===== config.mk =====
export PLATFORM = sky130hd
export DESIGN_NAME = pingpong_streamer
export DESIGN_NICKNAME = d
export VERILOG_FILES = /design/src/rtl/pingpong_streamer.sv
export SDC_FILE = /design/constraint.sdc
export NUM_CORES = 1
export LEC_CHECK = 0
export CORE_MARGIN = 3
export CORE_UTILIZATION = 35
export CTS_CLUSTER_DIAMETER = 100
export CTS_CLUSTER_SIZE = 20
export DETAILED_ROUTE_END_ITERATION = 7
export GPL_TIMING_DRIVEN = 1
export PLACE_DENSITY = 0.83
export SLEW_MARGIN = 40
export SYNTH_ARGS = -nofsm -noshare
export SYNTH_HDL_FRONTEND = slang
export SYNTH_SLANG_ARGS = --single-unit
export TNS_END_PERCENT = 1

===== constraint.sdc =====
create_clock -name clk -period 2.15 [get_ports clk]
set_input_delay 0.5375 -clock clk [delete_from_list [all_inputs] [get_ports clk]]
set_output_delay 0.5375 -clock clk [all_outputs]
set_load 0.01 [all_outputs]

===== src/rtl/pingpong_streamer.sv =====
module pingpong_streamer #(
  parameter int SAMPLE_W = 16,
  parameter int MAX_LEN  = 64,
  localparam int IDX_W   = $clog2(MAX_LEN),
  localparam int LEN_W   = IDX_W + 1
) (
  input  logic                clk,
  input  logic                rst_n,
  input  logic                enable,
  input  logic [LEN_W-1:0]    buf_len,
  input  logic                tx_req,
  input  logic [1:0]          done_clr,
  input  logic [SAMPLE_W-1:0] mem_rd_data,
  output logic                mem_rd_en,
  output logic [IDX_W:0]      mem_rd_addr,
  output logic                sample_valid,
  output logic [SAMPLE_W-1:0] sample_data,
  output logic [1:0]          done_flag,
  output logic [1:0]          ch_active
);

  logic [1:0]            ch_en;
  logic [1:0][IDX_W-1:0] ptr;
  logic                  valid_q;

  wire             sel     = ch_en[1];
  wire [IDX_W-1:0] cur_ptr = ptr[sel];
  wire             fire    = enable & tx_req & (|ch_en);
  wire             last    = ({1'b0, cur_ptr} == (buf_len - LEN_W'(1)));
  wire [1:0]       finish  = {2{fire & last}} & ch_en;

  assign mem_rd_en    = fire;
  assign mem_rd_addr  = {sel, cur_ptr};
  assign sample_valid = valid_q;
  assign sample_data  = valid_q ? mem_rd_data : '0;
  assign ch_active    = ch_en;

  always_ff @(posedge clk) begin
    if (!rst_n || !enable)   ch_en <= 2'b00;
    else if (ch_en == 2'b00) ch_en <= 2'b01;
    else if (fire && last)   ch_en <= {ch_en[0], ch_en[1]};
  end

  always_ff @(posedge clk) begin
    if (!rst_n) valid_q <= 1'b0;
    else        valid_q <= fire;
  end

  for (genvar g = 0; g < 2; g++) begin : g_chan
    logic [IDX_W-1:0] p_q;
    logic             d_q;

    always_ff @(posedge clk) begin
      if (!rst_n || !enable)      p_q <= '0;
      else if (finish[g])         p_q <= '0;
      else if (fire && ch_en[g])  p_q <= p_q + IDX_W'(1);
    end

    always_ff @(posedge clk) begin
      if (!rst_n)           d_q <= 1'b0;
      else if (finish[g])   d_q <= 1'b1;
      else if (done_clr[g]) d_q <= 1'b0;
    end

    assign ptr[g]       = p_q;
    assign done_flag[g] = d_q;
  end

endmodule


==> out/results.ini, run 1 <==
[outcome]
status = completed

[placement]
dpl_cell_area_sq_um = 1780
hpwl_mm = 2.55
portBuffers = 57
pre_cts_slack_ns = -0.512
gp_congestion = 0.859

[global_route]
grt_pass1_vias = 1165
antenna_found_initial = 0
grtUsageTotal_pct = 16.5
grt_max_degree = 18
grt_pass1_wl_mm = 5.27
grt_overflow_total = 0

[timing]
skew_ns = 0.00628
rsz0062_at_grt = yes
fin_ws_ns = 0.0418
setup_viol = 0
tightest_slew_ns = 0.591
whs_ns = 0.470
fin_crit_sh_pct = 98.1
slew_violations = 0
hold_viol = 0
fmax_mhz = 474
slew_headroom_pct = 60.5
min_period_ns = 2.11

[synthesis]
yosys_register_bits = 17
synth_nets = 154
syn_area_per_cell_sq_um = 9.07
synth_edf_count = 0
async_reset_ff_share_pct = 0
syn_area_sq_um = 1110
ys.flop_type = dfxtp_1
synth.distinct_cells = 29
synth.yosys.seq_area_share_pct = 30.8
ys_warn_count = 0
syn_inst = 122

[die]
num_rows = 19
dieArea_sq_um = 3870
die_x_um = 62.2
initial_core_util_pct = 38.5
fp.coreArea_sq_um = 2880
ios = 58
die_y_um = 62.2

[finish]
finalNetCount = 224
layout_commonest_cell = clkdlybuf4s50_1
layout-drive-gt1-share_pct = 23.6
diodes = 0
area_growth_pct = 71.3
fillers = 231
layout_common_cells = clkdlybuf4s50_1, and2_1, dlygate4sd2_1, dfxtp_1, buf_4
postLayoutCellArea_sq_um = 1890

[route]
drt_pass1_iterations = 4
route.vias.total = 1152
ant_nets = 0
wire_per_inst_um = 14.9
via_per_inst = 4.94
route.detailed.drc = 0
wl_mm = 3.48
drt_iter0_markers = 27

[clock_network]
root_buffer = clkbuf_4
clk_pin_slew_ns = 0.10
cts_made_buffers = 3
clkSinkCount = 17
cts_tree = done
ctsHtreeMaxLevel = 1
insertion_delay_ns = 0.30
clockBufferDepth = 2

[power]
p_sw_uw = 150
internal_power_uw = 460
ir_worst_vdd_mv = 0.396
swShare_pct = 24.6
p_clk_share_pct = 28.2
p_comb_share_pct = 19.8
pwr-share-seq_pct = 52.0
leakagePower_nw = 0.902
power_density_nw_per_um2 = 322

[worst_setup_path]
startpoint_type = flop
required_ns = 1.61
crit_slowest_cell = clkdlybuf4s50_1
crit_path_max_incr_delay_ns = 0.49
cp.arrival_ns = 1.57
r2r_slack_ns = 0.06
crit_type = reg2out
rr_worst_depth = 6
cp-end-kind = primary output
path_cells = mux2_4 -> clkdlybuf4s50_1
cp_max_fo = 8

[job]
cap_violations = 0

[hold_path]
hold_class = reg2reg
min_path_cells = 2

worst max-delay path: cells and delay by family, from the launching register on:
| kind | cells | cell delay, ns |
|---|---|---|
| buffers and inverters | 1 | 0.49 |
| flip-flops | 1 | 0.42 |
| multiplexers | 1 | 0.35 |
area by class of cell:
class                      instances  area, sq um  share of cell area, %
sequential                        17          344                   18.2
inverter                           4         15.0                  0.793
timing repair buffer              71          662                   34.9
clock inverter                     1         5.00                  0.264
multi-input combinational         95          793                   41.9
tap                               42         52.6                   2.77
clock buffer                       3         22.5                   1.19
cells by family after synthesis:
logic type / Yosys count / synth area share (%)
flip-flops: 17 / 30.8
adder cells (fa/ha/maj): 3 / 3.39
AO/OA/AOI/OAI: 7 / 7.35
AND/OR/NAND/NOR: 57 / 29.2
XOR/XNOR: 19 / 15.0
buffers and inverters: 10 / 5.09
multiplexers: 9 / 9.16
metal layers:
layer | GRT usage [%] | wire length (um)
met1 | 18.4 | 1300
met2 | 29.2 | 1820
met3 | 7.57 | 331
met4 | 2.49 | 32
met5 | 0 | 0
through the flow:
step | cells | total power, mW | utilization (%) | TNS (ns)
floorplan | 122 | 0.359 | - | 0
global placement | 226 | 0.436 | 61.7 | -7.08
detailed placement | 226 | 0.439 | 61.7 | -8.72
CTS | 230 | 0.610 | 62.3 | -2.42
global route | 233 | 0.640 | 65.9 | -0.273
finish | 233 | 0.611 | 65.9 | 0
timing repair:
item,in CTS,in global routing
pin swaps,1,11
resized for setup,20,25
endpoints found under the setup margin,39,21
endpoints found under the hold margin,0,0
hold buffers,0,0
setup buffers,0,3
power groups by stage:
| stage | logic [mW] | clock network [mW] | registers (mW) |
|---|---|---|---|
| finish | 0.121 | 0.172 | 0.318 |
| global route | 0.130 | 0.192 | 0.318 |
| detailed placement | 0.112 | 0 | 0.326 |
| global placement | 0.110 | 0 | 0.326 |
| floorplan | 0.0328 | 0 | 0.326 |
| CTS | 0.112 | 0.180 | 0.318 |
worst paths after layout:
path / from / to
setup / recovery: ch_active[1] / mem_rd_addr[4]
hold / removal: g_chan[0].d_q / g_chan[0].d_q
setup reg to reg: ch_active[1] / g_chan[1].p_q[4]
hold reg to reg: g_chan[0].d_q / g_chan[0].d_q
flip-flops by register name (all words and copies together) (netlist names):
signal and cells:
ch_active 2, sample_valid 1, g_chan.d_q 2, g_chan.p_q 12
synth_stat cells, types with 3 or more instances:
master | number | area, sq um
mux2_2 | 5 | 56.3
nor3_1 | 13 | 65.1
and2_1 | 17 | 106
ha_1 | 3 | 37.5
inv_1 | 4 | 15.0
nor2_1 | 6 | 22.5
mux2i_1 | 3 | 30.0
buf_4 | 3 | 22.5
xor2_1 | 12 | 105
dfxtp_1 | 17 | 340
nand2_1 | 8 | 30.0
nand4_1 | 4 | 25.0
xnor2_1 | 7 | 61.3
No activity file was read; power rests on OpenSTA's default activity.
==> inputs of run 2 (changes only) <==
--- a/config.mk
+++ b/config.mk
@@ -11,7 +11,7 @@
 export CTS_CLUSTER_SIZE = 20
 export DETAILED_ROUTE_END_ITERATION = 7
 export GPL_TIMING_DRIVEN = 1
-export PLACE_DENSITY = 0.83
+export PLACE_DENSITY = 0.75
 export SLEW_MARGIN = 40
 export SYNTH_ARGS = -nofsm -noshare
 export SYNTH_HDL_FRONTEND = slang
==> run 2 against run 1 <==
Effect of this change: routed wire length fell by 3.8%; worst setup slack improved by 0.0084 ns; clock-buffer cell count did not move; register-to-register slack improved by 0.02 ns; global-route usage fell by 0.75 points; first-iteration DRC count rose by 22%; fmax rose by 0.40%; cell count fell by 1.3%; flip-flop and latch count did not move; highest routed layer unchanged.
==> out/results.ini, run 2 (synthesis gave the netlist of run 1 again) <==
[placement]
hpwl_mm = 2.54  ; -0.42%
pre_cts_slack_ns = -0.502  ; +0.0107 ns
gp_congestion = 0.826  ; -3.9%
placedCellCount = 226  ; unchanged
dpl_cell_area_sq_um = 1780  ; unchanged
portBuffers = 57  ; unchanged

[timing]
fin_crit_sh_pct = 97.7  ; -0.39 points
slew_headroom_pct = 60.5  ; about the same
slew_violations = 0  ; unchanged
setup_viol = 0  ; unchanged
hold_viol = 0  ; unchanged
tightest_slew_ns = 0.592  ; +0.000363 ns
fmax_mhz = 476  ; +0.40%
fin_ws_ns = 0.0502  ; +0.00840 ns
min_period_ns = 2.10  ; -0.00840 ns
whs_ns = 0.464  ; -0.00584 ns
skew_ns = 0.00324  ; -0.00304 ns

[finish]
layoutNonFillerInstCount = 230  ; -1.3%
layout-drive-gt1-share_pct = 22.3  ; -1.2 points
layout_common_cells = clkdlybuf4s50_1, dlygate4sd2_1, and2_1, dfxtp_1, xor2_1
area_growth_pct = 68.3
diodes = 0  ; unchanged
postLayoutCellArea_sq_um = 1860  ; -1.7%
finalNetCount = 221  ; -1.3%
fillers = 235  ; +1.7%
regMostFlops = g_chan.p_q
largest_reg_flops = 12  ; unchanged
layout_commonest_cell = clkdlybuf4s50_1

[die]
die_y_um = 62.2  ; unchanged
die_x_um = 62.2  ; unchanged
dieArea_sq_um = 3870  ; unchanged
num_rows = 19  ; unchanged
fp.coreArea_sq_um = 2880  ; unchanged
ios = 58  ; unchanged
initial_core_util_pct = 38.5  ; unchanged

[worst_setup_path]
rr_worst_depth = 6  ; unchanged
crit_type = reg2out
cp_max_fo = 8  ; unchanged
startpoint_type = flop
cp.arrival_ns = 1.56  ; about the same
cp-end-kind = primary output
required_ns = 1.61  ; about the same

[route]
route.vias.total = 1155  ; +0.26%
ant_nets = 0  ; unchanged
drt_iter0_markers = 33  ; +22%
drt_pass1_iterations = 4  ; unchanged
wire_per_inst_um = 14.6  ; -2.6%
route.detailed.drc = 0  ; unchanged
wl_mm = 3.35  ; -3.8%
via_per_inst = 5.02  ; +1.6%

[global_route]
grtUsageTotal_pct = 15.7  ; -0.75 points
grt_max_degree = 18  ; unchanged
grt_pass1_vias = 1076  ; -7.6%
antenna_found_initial = 0  ; unchanged
grt_overflow_total = 0  ; unchanged
grt_pass1_wl_mm = 5.06  ; -3.9%

[clock_network]
cts_tree = done
cts_hold_buf = 0  ; unchanged
cts_made_buffers = 3  ; unchanged
clkSinkCount = 17  ; unchanged
root_buffer = clkbuf_4
clk_pin_slew_ns = 0.11  ; about the same
post-cts-setup-buffers = 0  ; unchanged
insertion_delay_ns = 0.30  ; about the same
clockBufferDepth = 2  ; unchanged
ctsHtreeMaxLevel = 1  ; unchanged

[power]
leakagePower_nw = 0.877  ; -2.7%
power_density_nw_per_um2 = 332  ; +3.1%
ir_worst_vdd_mv = 0.306  ; -23%

[outcome]
status = completed

[hold_path]
min_path_cells = 2  ; unchanged
hold_class = reg2reg

[job]
cap_violations = 0  ; unchanged

==> run 2: metal layers <==
metal / vias to the layer above / part of all wire (%) / track usage [%]
met3: 5 / 8.6 / 5.41
met5: - / 0 / 0
li1: 547 / - / -
met1: 538 / 41 / 19.3
met4: 0 / 1.6 / 4.97
met2: 65 / 49 / 25.8
==> run 2: timing repair <==
| action | in CTS | in global routing |
|---|---|---|
| resized for setup | 25 | 21 |
| cloned | 0 | 0 |
| endpoints found under the setup margin | 39 | 20 |
| pin swaps | 2 | 9 |
==> run 2: cell type report <==
type,instances,area (sq um),area share (%)
well taps,42,52.6,2.82
multi-input cells,95,785,42.1
repair buffers,68,636,34.1
clock buffers,3,22.5,1.21
inverters,4,15.0,0.806
flip-flops and latches,17,344,18.5
clock inverters,1,7.51,0.403
==> run 2: worst paths after layout <==
kind	startpoint	to	slack, ns
max	ch_active[1]	mem_rd_addr[4]	0.05
min	g_chan[1].d_q	g_chan[1].d_q	0.46
max reg2reg	ch_active[1]	g_chan[0].p_q[4]	0.08
min reg2reg	g_chan[1].d_q	g_chan[1].d_q	0.46
==> run 2: worst max-delay path: stages (launching register included) <==
cell and delay (ns):
dfxtp_4 0.42, mux2_4 0.35, clkdlybuf4s50_1 0.49
==> run 2: power breakdown <==
group	internal (mW)	switching, mW
Sequential	0.315	0.00241
Clock	0.0710	0.115
Combinational	0.0725	0.0428
==> run 2: stage by stage <==
| stage | util (%) | total power, mW | setup TNS [ns] |
|---|---|---|---|
| 2_1_floorplan | - | 0.359 | 0 |
| 3_3_place_gp | 61.7 | 0.436 | -7.29 |
| 3_5_place_dp | 61.7 | 0.439 | -8.25 |
| 4_1_cts | 62.5 | 0.615 | 0 |
| 5_1_grt | 64.7 | 0.648 | -0.0222 |
| 6_report | 64.7 | 0.619 | 0 |
